==> config.mk <==
export PLATFORM = sky130hd
export DESIGN_NAME = adc_scan_seq
export DESIGN_NICKNAME = d
export VERILOG_FILES = /design/src/rtl/adc_scan_pkg.sv /design/src/rtl/adc_frame_engine.sv /design/src/rtl/adc_first_set.sv /design/src/rtl/adc_result_track.sv /design/src/rtl/adc_scan_seq.sv
export SDC_FILE = /design/constraint.sdc
export NUM_CORES = 1
export LEC_CHECK = 0
export BUFFER_PORTS_ARGS = -buffer_cell sky130_fd_sc_hd__buf_2
export CAP_MARGIN = 20
export CORE_MARGIN = 1
export CORE_UTILIZATION = 38
export CTS_BUF_LIST = sky130_fd_sc_hd__clkbuf_2
export DETAILED_ROUTE_END_ITERATION = 16
export MAX_ROUTING_LAYER = met4
export PLACE_DENSITY_LB_ADDON = 0.25
export REMOVE_ABC_BUFFERS = 1
export SYNTH_ARGS = -nofsm -noshare
export SYNTH_HDL_FRONTEND = slang
export SYNTH_SLANG_ARGS = --single-unit
==> constraint.sdc <==
create_clock -name clk -period 3.92 [get_ports clk]
set_input_delay 0.784 -clock clk [delete_from_list [all_inputs] [get_ports clk]]
set_output_delay 0.784 -clock clk [all_outputs]
set_load 0.005 [all_outputs]
==> src/rtl/adc_scan_pkg.sv <==
package adc_scan_pkg;

  localparam int FRAME_W  = 16;
  localparam int TAG_LSB  = 12;

  typedef enum logic [1:0] {FE_IDLE, FE_LOW, FE_HIGH, FE_GAP} fe_state_t;
  typedef enum logic [1:0] {SQ_IDLE, SQ_SEND, SQ_WAIT}        sq_state_t;

  // one frame in flight: does it expect a result, and for which channel
  typedef struct packed {
    logic       vld;
    logic [3:0] ch;
  } slot_t;

  function automatic logic [FRAME_W-1:0] make_cmd(input logic [3:0] ch,
                                                  input logic       dbl);
    logic [FRAME_W-1:0] w;
    w       = '0;
    w[12]   = 1'b1;   // manual channel select
    w[11]   = 1'b1;   // program enable
    w[10:7] = ch;
    w[6]    = dbl;    // doubled input range
    return w;
  endfunction

endpackage

==> src/rtl/adc_frame_engine.sv <==
module adc_frame_engine
  import adc_scan_pkg::*;
#(
  parameter int W        = 16,
  parameter int HALF_DIV = 2
) (
  input  logic         clk,
  input  logic         rst_n,
  input  logic         go_i,
  input  logic [W-1:0] tx_i,
  input  logic         miso_i,
  output logic         sclk_o,
  output logic         cs_n_o,
  output logic         mosi_o,
  output logic         done_o,
  output logic [W-1:0] rx_o
);

  localparam int DIV_W = (HALF_DIV > 1) ? $clog2(HALF_DIV) : 1;
  localparam int BIT_W = $clog2(W);
  localparam logic [DIV_W-1:0] DIV_LAST = DIV_W'(HALF_DIV - 1);
  localparam logic [BIT_W-1:0] BIT_LAST = BIT_W'(W - 1);

  fe_state_t        st_q, st_d;
  logic [DIV_W-1:0] div_q, div_d;
  logic [BIT_W-1:0] bit_q, bit_d;
  logic [W-1:0]     tx_q, tx_d;
  logic [W-1:0]     rx_q, rx_d;
  logic             done_q, done_d;
  logic             div_end;

  assign div_end = (div_q == DIV_LAST);

  always_comb begin
    st_d   = st_q;
    div_d  = div_q;
    bit_d  = bit_q;
    tx_d   = tx_q;
    rx_d   = rx_q;
    done_d = 1'b0;
    case (st_q)
      FE_IDLE: begin
        if (go_i) begin
          st_d  = FE_LOW;
          div_d = '0;
          bit_d = '0;
          tx_d  = tx_i;
        end
      end
      FE_LOW: begin
        if (div_end) begin
          div_d = '0;
          rx_d  = {rx_q[W-2:0], miso_i};   // rising edge: sample
          st_d  = FE_HIGH;
        end else begin
          div_d = div_q + 1'b1;
        end
      end
      FE_HIGH: begin
        if (div_end) begin
          div_d = '0;
          if (bit_q == BIT_LAST) begin
            st_d = FE_GAP;
          end else begin
            bit_d = bit_q + 1'b1;
            tx_d  = {tx_q[W-2:0], 1'b0};   // falling edge: launch next
            st_d  = FE_LOW;
          end
        end else begin
          div_d = div_q + 1'b1;
        end
      end
      FE_GAP: begin
        if (div_end) begin
          div_d  = '0;
          st_d   = FE_IDLE;
          done_d = 1'b1;
        end else begin
          div_d = div_q + 1'b1;
        end
      end
      default: st_d = FE_IDLE;
    endcase
  end

  always_ff @(posedge clk or negedge rst_n) begin
    if (!rst_n) begin
      st_q   <= FE_IDLE;
      div_q  <= '0;
      bit_q  <= '0;
      tx_q   <= '0;
      rx_q   <= '0;
      done_q <= 1'b0;
    end else begin
      st_q   <= st_d;
      div_q  <= div_d;
      bit_q  <= bit_d;
      tx_q   <= tx_d;
      rx_q   <= rx_d;
      done_q <= done_d;
    end
  end

  assign sclk_o = (st_q != FE_LOW);
  assign cs_n_o = (st_q == FE_IDLE) || (st_q == FE_GAP);
  assign mosi_o = ((st_q == FE_LOW) || (st_q == FE_HIGH)) && tx_q[W-1];
  assign done_o = done_q;
  assign rx_o   = rx_q;

endmodule

==> src/rtl/adc_first_set.sv <==
module adc_first_set #(
  parameter int N = 16
) (
  input  logic [N-1:0]         mask_i,
  output logic [$clog2(N)-1:0] idx_o,
  output logic                 any_o
);

  localparam int IDX_W = $clog2(N);

  always_comb begin
    idx_o = '0;
    for (int i = N - 1; i >= 0; i--) begin
      if (mask_i[i]) idx_o = IDX_W'(i);
    end
  end

  assign any_o = |mask_i;

endmodule

==> src/rtl/adc_result_track.sv <==
module adc_result_track
  import adc_scan_pkg::*;
#(
  parameter int RES_BITS = 12
) (
  input  logic               clk,
  input  logic               rst_n,
  input  logic               clear_i,
  input  logic               push_i,
  input  slot_t              slot_i,
  input  logic               frame_done_i,
  input  logic [FRAME_W-1:0] rx_i,
  output logic               res_valid_o,
  output logic [3:0]         res_ch_o,
  output logic [RES_BITS-1:0] res_data_o,
  output logic               res_err_o,
  output logic               tag_err_o
);

  slot_t               cur_q, cur_d, d1_q, d1_d, d2_q, d2_d;
  logic                vld_q, vld_d;
  logic [3:0]          ch_q, ch_d;
  logic [RES_BITS-1:0] data_q, data_d;
  logic                err_q, err_d;
  logic                flag_q, flag_d;
  logic                mism;

  assign mism = (rx_i[FRAME_W-1:TAG_LSB] != d2_q.ch);

  always_comb begin
    cur_d  = cur_q;
    d1_d   = d1_q;
    d2_d   = d2_q;
    vld_d  = 1'b0;
    ch_d   = ch_q;
    data_d = data_q;
    err_d  = err_q;
    flag_d = flag_q;
    if (clear_i) begin
      cur_d  = '0;
      d1_d   = '0;
      d2_d   = '0;
      flag_d = 1'b0;
    end else begin
      if (push_i) cur_d = slot_i;
      if (frame_done_i) begin
        d2_d  = d1_q;
        d1_d  = cur_q;
        vld_d = d2_q.vld;
        if (d2_q.vld) begin
          ch_d   = d2_q.ch;
          data_d = rx_i[TAG_LSB-1 -: RES_BITS];
          err_d  = mism;
          if (mism) flag_d = 1'b1;
        end
      end
    end
  end

  always_ff @(posedge clk or negedge rst_n) begin
    if (!rst_n) begin
      cur_q  <= '0;
      d1_q   <= '0;
      d2_q   <= '0;
      vld_q  <= 1'b0;
      ch_q   <= '0;
      data_q <= '0;
      err_q  <= 1'b0;
      flag_q <= 1'b0;
    end else begin
      cur_q  <= cur_d;
      d1_q   <= d1_d;
      d2_q   <= d2_d;
      vld_q  <= vld_d;
      ch_q   <= ch_d;
      data_q <= data_d;
      err_q  <= err_d;
      flag_q <= flag_d;
    end
  end

  assign res_valid_o = vld_q;
  assign res_ch_o    = ch_q;
  assign res_data_o  = data_q;
  assign res_err_o   = err_q;
  assign tag_err_o   = flag_q;

endmodule

==> src/rtl/adc_scan_seq.sv <==
module adc_scan_seq
  import adc_scan_pkg::*;
#(
  parameter int   N_CH         = 16,
  parameter int   RES_BITS     = 12,
  parameter int   HALF_DIV     = 2,
  parameter logic DOUBLE_RANGE = 1'b1,
  localparam int  CH_W         = $clog2(N_CH)
) (
  input  logic                clk,
  input  logic                rst_n,
  input  logic                start_i,
  input  logic                single_i,
  input  logic [CH_W-1:0]     single_ch_i,
  input  logic [N_CH-1:0]     ch_mask_i,
  output logic                sclk_o,
  output logic                cs_n_o,
  output logic                mosi_o,
  input  logic                miso_i,
  output logic                res_valid_o,
  output logic [CH_W-1:0]     res_ch_o,
  output logic [RES_BITS-1:0] res_data_o,
  output logic                res_err_o,
  output logic                tag_err_o,
  output logic                done_o,
  output logic                busy_o
);

  // reset: asserted asynchronously, released on a clock edge
  logic rs1_q, rst_s_n;
  always_ff @(posedge clk or negedge rst_n) begin
    if (!rst_n) begin
      rs1_q   <= 1'b0;
      rst_s_n <= 1'b0;
    end else begin
      rs1_q   <= 1'b1;
      rst_s_n <= rs1_q;
    end
  end

  sq_state_t          sq_q, sq_d;
  logic [N_CH-1:0]    rem_q, rem_d;
  logic [1:0]         fill_q, fill_d;
  logic               single_q, single_d;
  logic [CH_W-1:0]    last_q, last_d;
  logic               done_q, done_d;
  logic               go, push, clear;
  logic [FRAME_W-1:0] tx_word;
  slot_t              slot;
  logic [CH_W-1:0]    pick_idx;
  logic               pick_any;
  logic               fe_done;
  logic [FRAME_W-1:0] fe_rx;
  logic [3:0]         trk_ch;

  adc_first_set #(.N(N_CH)) u_pick (
    .mask_i (rem_q),
    .idx_o  (pick_idx),
    .any_o  (pick_any)
  );

  always_comb begin
    sq_d     = sq_q;
    rem_d    = rem_q;
    fill_d   = fill_q;
    single_d = single_q;
    last_d   = last_q;
    done_d   = 1'b0;
    go       = 1'b0;
    push     = 1'b0;
    clear    = 1'b0;
    tx_word  = '0;
    slot     = '0;
    case (sq_q)
      SQ_IDLE: begin
        if (start_i) begin
          if (single_i) begin
            rem_d    = N_CH'(1) << single_ch_i;
            single_d = 1'b1;
            fill_d   = '0;
            clear    = 1'b1;
            sq_d     = SQ_SEND;
          end else if (|ch_mask_i) begin
            rem_d    = ch_mask_i;
            single_d = 1'b0;
            fill_d   = '0;
            clear    = 1'b1;
            sq_d     = SQ_SEND;
          end else begin
            done_d = 1'b1;
          end
        end
      end
      SQ_SEND: begin
        go   = 1'b1;
        push = 1'b1;
        if (pick_any) begin
          tx_word  = make_cmd(4'(pick_idx), DOUBLE_RANGE);
          slot.vld = 1'b1;
          slot.ch  = 4'(pick_idx);
          rem_d    = rem_q & ~(N_CH'(1) << pick_idx);
          last_d   = pick_idx;
        end else begin
          if (single_q && (fill_q == 2'd0))
            tx_word = make_cmd(4'(last_q), DOUBLE_RANGE);
          fill_d = fill_q + 1'b1;
        end
        sq_d = SQ_WAIT;
      end
      SQ_WAIT: begin
        if (fe_done) begin
          if (!(|rem_q) && (fill_q == 2'd2)) begin
            sq_d   = SQ_IDLE;
            done_d = 1'b1;
          end else begin
            sq_d = SQ_SEND;
          end
        end
      end
      default: sq_d = SQ_IDLE;
    endcase
  end

  always_ff @(posedge clk or negedge rst_s_n) begin
    if (!rst_s_n) begin
      sq_q     <= SQ_IDLE;
      rem_q    <= '0;
      fill_q   <= '0;
      single_q <= 1'b0;
      last_q   <= '0;
      done_q   <= 1'b0;
    end else begin
      sq_q     <= sq_d;
      rem_q    <= rem_d;
      fill_q   <= fill_d;
      single_q <= single_d;
      last_q   <= last_d;
      done_q   <= done_d;
    end
  end

  adc_frame_engine #(.W(FRAME_W), .HALF_DIV(HALF_DIV)) u_fe (
    .clk    (clk),
    .rst_n  (rst_s_n),
    .go_i   (go),
    .tx_i   (tx_word),
    .miso_i (miso_i),
    .sclk_o (sclk_o),
    .cs_n_o (cs_n_o),
    .mosi_o (mosi_o),
    .done_o (fe_done),
    .rx_o   (fe_rx)
  );

  adc_result_track #(.RES_BITS(RES_BITS)) u_trk (
    .clk          (clk),
    .rst_n        (rst_s_n),
    .clear_i      (clear),
    .push_i       (push),
    .slot_i       (slot),
    .frame_done_i (fe_done),
    .rx_i         (fe_rx),
    .res_valid_o  (res_valid_o),
    .res_ch_o     (trk_ch),
    .res_data_o   (res_data_o),
    .res_err_o    (res_err_o),
    .tag_err_o    (tag_err_o)
  );

  assign res_ch_o = CH_W'(trk_ch);
  assign done_o   = done_q;
  assign busy_o   = (sq_q != SQ_IDLE);

endmodule

### Word level (Yosys, flattened, before mapping)

Index checks and enable logic that the tools add are counted.

| storage, ports and cells | value |
|---|---|
| flip-flop bits (word level) | 102 |
| bits of input ports | 25 |
| output and inout bits | 24 |
| word-level logic and storage cells | 163 |

| operators by class | value |
|---|---|
| add/sub/neg operators | 3 |
| equal/unequal tests | 19 |
| shift-type cells | 2 |
| muxes and demuxes | 81 |
| bitwise operators | 3 |
| reductions and logical operators | 30 |

Operators by type and width:

| cell | number |
|---|---|
| 16-bit two-way mux | 7 |
| 4-bit two-way mux | 19 |
| 16-bit one-hot mux with 2 select lines | 2 |
| 5-bit two-way mux | 8 |
| 13-bit two-way mux | 3 |
| 16-bit OR reduction | 2 |
| 1-bit by 4-bit << shifter with 16-bit output (first input constant) | 2 |
| 2-bit two-way mux | 13 |
| 1-bit two-way mux | 23 |
| 16-bit bitwise AND | 1 |
| 16-bit NOT | 1 |
| 4-bit AND reduction | 4 |
| 2-bit nonzero test | 8 |
| 3-bit AND reduction | 4 |
| 2-bit by 1-bit inequality test with 1-bit output (second input constant) | 5 |
| 2-bit inequality test (second input constant) | 5 |
| 2-bit == test (second input constant) | 4 |
| 2-bit one-hot mux with 4 select lines | 1 |
| 4-bit one-hot mux with 2 select lines | 1 |
| 2-bit logical NOT | 3 |
| 2-bit one-hot mux with 3 select lines | 1 |
| 4-bit by 1-bit adder with 4-bit output (second input constant) | 1 |
| 2-bit by 1-bit == test with 1-bit output (second input constant) | 2 |
| 4-bit == test (second input constant) | 1 |
| other kinds (12) | 17 |

### Logic depth before layout (Yosys ltp)

| logic depth | value |
|---|---|
| depth after elaboration | 21 |
| mapped depth | 8 |

### Hierarchy

Synthesis repeated with hierarchy kept, for this count alone.

| unflattened totals | value |
|---|---|
| cell total of the unflattened synthesis | 503 |
| area, all modules | 5262.5 um^2 |

Modules (own cells, without submodules):

| module | instances | cells each | area an instance (um^2) | sequential area each (um^2) |
|---|---|---|---|---|
| adc_frame_engine | 1 | 156 | 1844.3 | 1001.0 |
| adc_scan_seq | 1 | 216 | 1814.2 | 700.7 |
| adc_result_track | 1 | 97 | 1427.6 | 850.8 |
| adc_first_set | 1 | 34 | 176.4 | 0.0 |

### Worst setup path after synthesis

No wires, ideal clock.

| timing | value |
|---|---|
| path kind | in2reg |
| start | in ch_mask_i[13] |
| end | reg u_trk.ch_q[0] (netlist: u_trk.res_ch_o[0]) |
| data arrival time | 2162 ps |
| setup slack | 1693 ps |
| cell stages on the path | 7 |
| path through | or3_1 > o21bai_2 > nand3_1 > clkinv_1 > buf_2 > nand2_1 > nand2_1 |

| between the ends | value |
|---|---|
| word-level cells in the longest chain between the ends | 7 |

Ends and longest elaborated chain:

| what | line | RTL |
|---|---|---|
| start, declared | adc_scan_seq.sv:15 | `input logic [N_CH-1:0] ch_mask_i,` |
| 16-bit OR reduction | adc_scan_seq.sv:83 | `end else if (\|ch_mask_i) begin` |
| 1-bit two-way mux | adc_scan_seq.sv:83 |  |
| 1-bit two-way mux | adc_scan_seq.sv:77 | `if (single_i) begin` |
| 1-bit two-way mux | adc_scan_seq.sv:76 | `if (start_i) begin` |
| 1-bit two-way mux | adc_scan_seq.sv:74 | `case (sq_q)` |
| 1-bit NOT (no source line) | n/a |  |
| 3-bit AND reduction (no source line) | n/a |  |
| end signal, assigned | adc_result_track.sv:75 | `ch_q <= ch_d;` |
| end, declared | adc_result_track.sv:22 | `logic [3:0] ch_q, ch_d;` |

Every way passes these cells.
A chain may end at the register's enable or synchronous reset.

### Worst setup path in the final report

| timing | value |
|---|---|
| start | reg u_fe.st_q[0] |
| end | reg u_fe.bit_q[3] |

| between the ends | value |
|---|---|
| word-level cells in the longest chain between the ends | 3 |
| elaborated cells between the ends (all ways) | 8 |

Ends and longest elaborated chain:

| what | line | RTL |
|---|---|---|
| start, declared | adc_frame_engine.sv:24 | `fe_state_t st_q, st_d;` |
| start signal, assigned | adc_frame_engine.sv:95 | `st_q <= st_d;` |
| 2-bit == test or 2-bit logical NOT (tied branches) | adc_frame_engine.sv:41 | `case (st_q)` |
| 2-bit by 1-bit inequality test with 1-bit output (no source line) (tied with other cells) | n/a |  |
| 4-bit AND reduction (no source line) | n/a |  |
| end signal, assigned | adc_frame_engine.sv:97 | `bit_q <= bit_d;` |
| end, declared | adc_frame_engine.sv:26 | `logic [BIT_W-1:0] bit_q, bit_d;` |

Parallel ways exist; a longest one is shown, timed or not.

==> results.yml <==
status:
  status: "finished with violations"
  failed_checks: "DRC"
global_routing:
  antenna_violations_before_repair: 1
  grt_pass1_vias: 3463
  globalRoute.totalOverflow: 0
  grtUsageTotal_pct: 17.4
  global_route_wire_length_before_repair_um: 16800
  grt_max_degree: 75
sta:
  fin_crit_ps: 2910
  worst_pin_slew_ps: 975
  timing.final.crit_share_pct: 74.2
  final.setup.tns_ps: 0
  report.final.slew_viol_count: 0
  hold_viol: 0
  skew_ps: 38.8
  timing.max_slew.rel_slack_pct: 34.5
  unrepaired_setup_endpoints_after_global_routing: "no"
  report.final.setup_viol: 0
  maximum_frequency_from_static_timing_analysis_mhz: 344
floorplanning:
  placement_rows: 39
  floorplan.io_pins: 49
  die-width_um: 112
  chipHeight_um: 112
  effective_utilization_at_floorplan_pct: 39.6
  die-area_um2: 12500
  core_area_um2: 11600
min_path:
  hp-class: "flop to flop"
routing:
  final_routed_wirelength_um: 9750
  vias: 3545
  detail_route.wirelength.met1_um: 4700
  met2WireLength_um: 4610
  post_drt_via_cell_ratio: 5.24
  postRouteAntennaNets: 0
  route.detailed.drc: 6
  firstDrtPassIters: 13
  detailed_route_iter0_violations: 171
  top_layer: "met4"
  route.detailed.wl_per_inst_um: 14.4
  dr_wl_met3_um: 365
critical_path:
  worst-setup-path-type: "flop to flop"
  critPathArrivalTime_ps: 3410
  end_kind: "flop"
  r2r_cells: 8
  rrSetupSlack_ps: 1010
  setup.worst_path.start: "u_fe.st_q[0]$_DFFE_PN0P_"
  critical_path_start_type: "flop"
  endpoint: "u_fe.bit_q[3]$_DFFE_PN0P_"
  crit-reg2reg-launch: "u_fe.st_q[0]$_DFFE_PN0P_"
  r2r_path_end: "u_fe.bit_q[3]$_DFFE_PN0P_"
  critical_path.max_fanout: 26
  cp_data_required_time_ps: 4420
cells_and_area:
  areaGrowthSynthToFinish_pct: 10.8
  layout.cells.most_common_list: "nand2_1 (110), dfrtp_1 (95), buf_2 (48)"
  fin_util_pct: 43.9
  layout.cell_area.non_filler_um2: 5090
  post_route_cells_drive_above_1_share_pct: 17.7
  most_common_cell_after_layout_fill_and_taps_aside: "nand2_1"
  nets: 559
cts:
  cts-buffers-inserted: 9
  clockBufferDepth: 2
  holdBufCountCts: 1
  clk_transition_reported_paths_ps: 300
  post_cts_resized: 0
  clock_tree_from_tritoncts: "done"
  cts-root-buf: "clkbuf_2"
  clock_tree.htree_level_count: 3
  numClockSinks: 96
  cts_setup_buffers: 0
  insertion_delay_ps: 570
place:
  dpl_cell_area_um2: 4960
  placement.io_buffers: 48
  dpl_wire_length_um: 6750
  gp_routability_congestion: 0.845
logic_synthesis:
  post_synth_num_cell_types: 50
  synth_edf_count: 0
  synth-seq-area-share_pct: 52.3
  mappedNetlistArea_um2: 4600
  synth_async_sr_flop_share_pct: 100
  synth_ff_type: "dfrtp_1"
  post_synth.cell_area_avg_um2: 9.52
  yosys_register_bits: 96
  yosys_warnings: 0
  syn-instance-count: 483
run:
  drv_cap: 0
power:
  maximum_vdd_drop_uv: 105
  static-leakage-power_nw: 2.30
  pwr_density_cell_nw_per_um2: 305
## cell type report
| type | instances | area [um2] |
|---|---|---|
| antenna | 1 | 2.50 |
| clock buffer | 9 | 45.0 |
| clock inverter | 7 | 73.8 |
| fill | 1137 | 6520 |
| inverter | 14 | 52.6 |
| multi-input combinational | 353 | 2050 |
| sequential | 96 | 2410 |
| tap | 143 | 179 |
| timing repair buffer | 53 | 280 |
## per-layer routing
| metal | vias to the layer above | global-route usage (%) |
|---|---|---|
| met5 | - | - |
| met4 | 0 | 7.38 |
| met3 | 8 | 2.89 |
| met2 | 74 | 27.7 |
| met1 | 1681 | 21.9 |
| li1 | 1782 | - |
## power breakdown
group	internal (mW)	switching, mW
clock network	0.106	0.376
logic	0.0225	0.0281
registers	1.00	0.0201
total	1.13	0.424
## critical path, cell delays in order, from the launching register on
cell and delay [ps]:
dfrtp_1 480, inv_1 100, ha_1 580, nor2_1 140
a211oi_1 470, nand2_1 540, nor3_1 330, a21o_1 110
a22o_1 110
## sequential cells by signal, indices dropped and copies added, names as in the netlist, 2 cells and up
| register | cells |
|---|---|
| rem_q | 16 |
| fill_q | 2 |
| u_trk.d2_q | 5 |
| sq_q | 2 |
| u_trk.res_ch_o | 4 |
| u_fe.rx_o | 16 |
| u_fe.tx_q | 10 |
| last_q | 4 |
| u_fe.bit_q | 4 |
| u_trk.d1_q | 5 |
| u_trk.res_data_o | 12 |
| u_fe.st_q | 2 |
| u_trk.cur_q | 5 |
## logic make-up after synthesis
logic type	count (synthesis)	synth area share, %
adder cells (fa/ha/maj)	7	1.91
AO/OA/AOI/OAI	108	15.0
multiplexers	26	6.10
other	1	0.0816
buffers and inverters	34	3.05
flip-flops	96	52.3
AND/OR/NAND/NOR	207	20.8
XOR/XNOR	4	0.762
## synth_stat cells, drive strengths merged (2+ instances only)
master    n  area (um2)
nand4     9        56.3
o211ai    7        52.6
a22o      2        17.5
and3      9        56.3
clkinv    2        7.51
or3       3        18.8
a31oi     2        12.5
o221ai    3        26.3
nand2   110         413
buf       4        27.5
ha        7        87.6
mux2i    10         100
nor2     31         116
o21ai    26         141
nand2b    8        50.1
a2111o    2        22.5
a21o      5        40.0
o311ai    8        70.1
nand3b    2        27.5
mux2     16         180
nand3     6        30.0
clkbuf   16        60.1
nor4      6        37.5
xnor2     4        35.0
nor2b     8        50.1
nor3      6        30.0
a21oi    40         200
dfrtp    96        2400
or4       4        37.5
o22ai     2        12.5
inv      12        45.0
and2      4        25.0
o31ai     4        30.0
## through the flow
stage          worst slack (ps)  hold WS (ps)  total power, mW  std cells
3_5_place_dp               1060           337             1.09        658
5_1_grt                     638           350             1.63        676
3_3_place_gp               1220           338             1.09        658
6_report                   1010           392             1.55        676
2_1_floorplan              1050           331             1.06        463
4_1_cts                    1000           369             1.58        675
## how the worst min path moves through the flow
stage	depth (start not counted)	startpoint	slack [ps]	end
after floorplan	0	rs1_q$_DFF_PN0_	330	rst_s_n$_DFF_PN0_
after global placement	0	rs1_q$_DFF_PN0_	340	rst_s_n$_DFF_PN0_
after detailed placement	0	rs1_q$_DFF_PN0_	340	rst_s_n$_DFF_PN0_
after CTS	2	miso_i	370	u_fe.rx_o[0]$_DFFE_PN0P_
after global routing	2	miso_i	350	u_fe.rx_o[0]$_DFFE_PN0P_
final	0	rs1_q$_DFF_PN0_	390	rst_s_n$_DFF_PN0_
(Power assumes the default switching activity.)
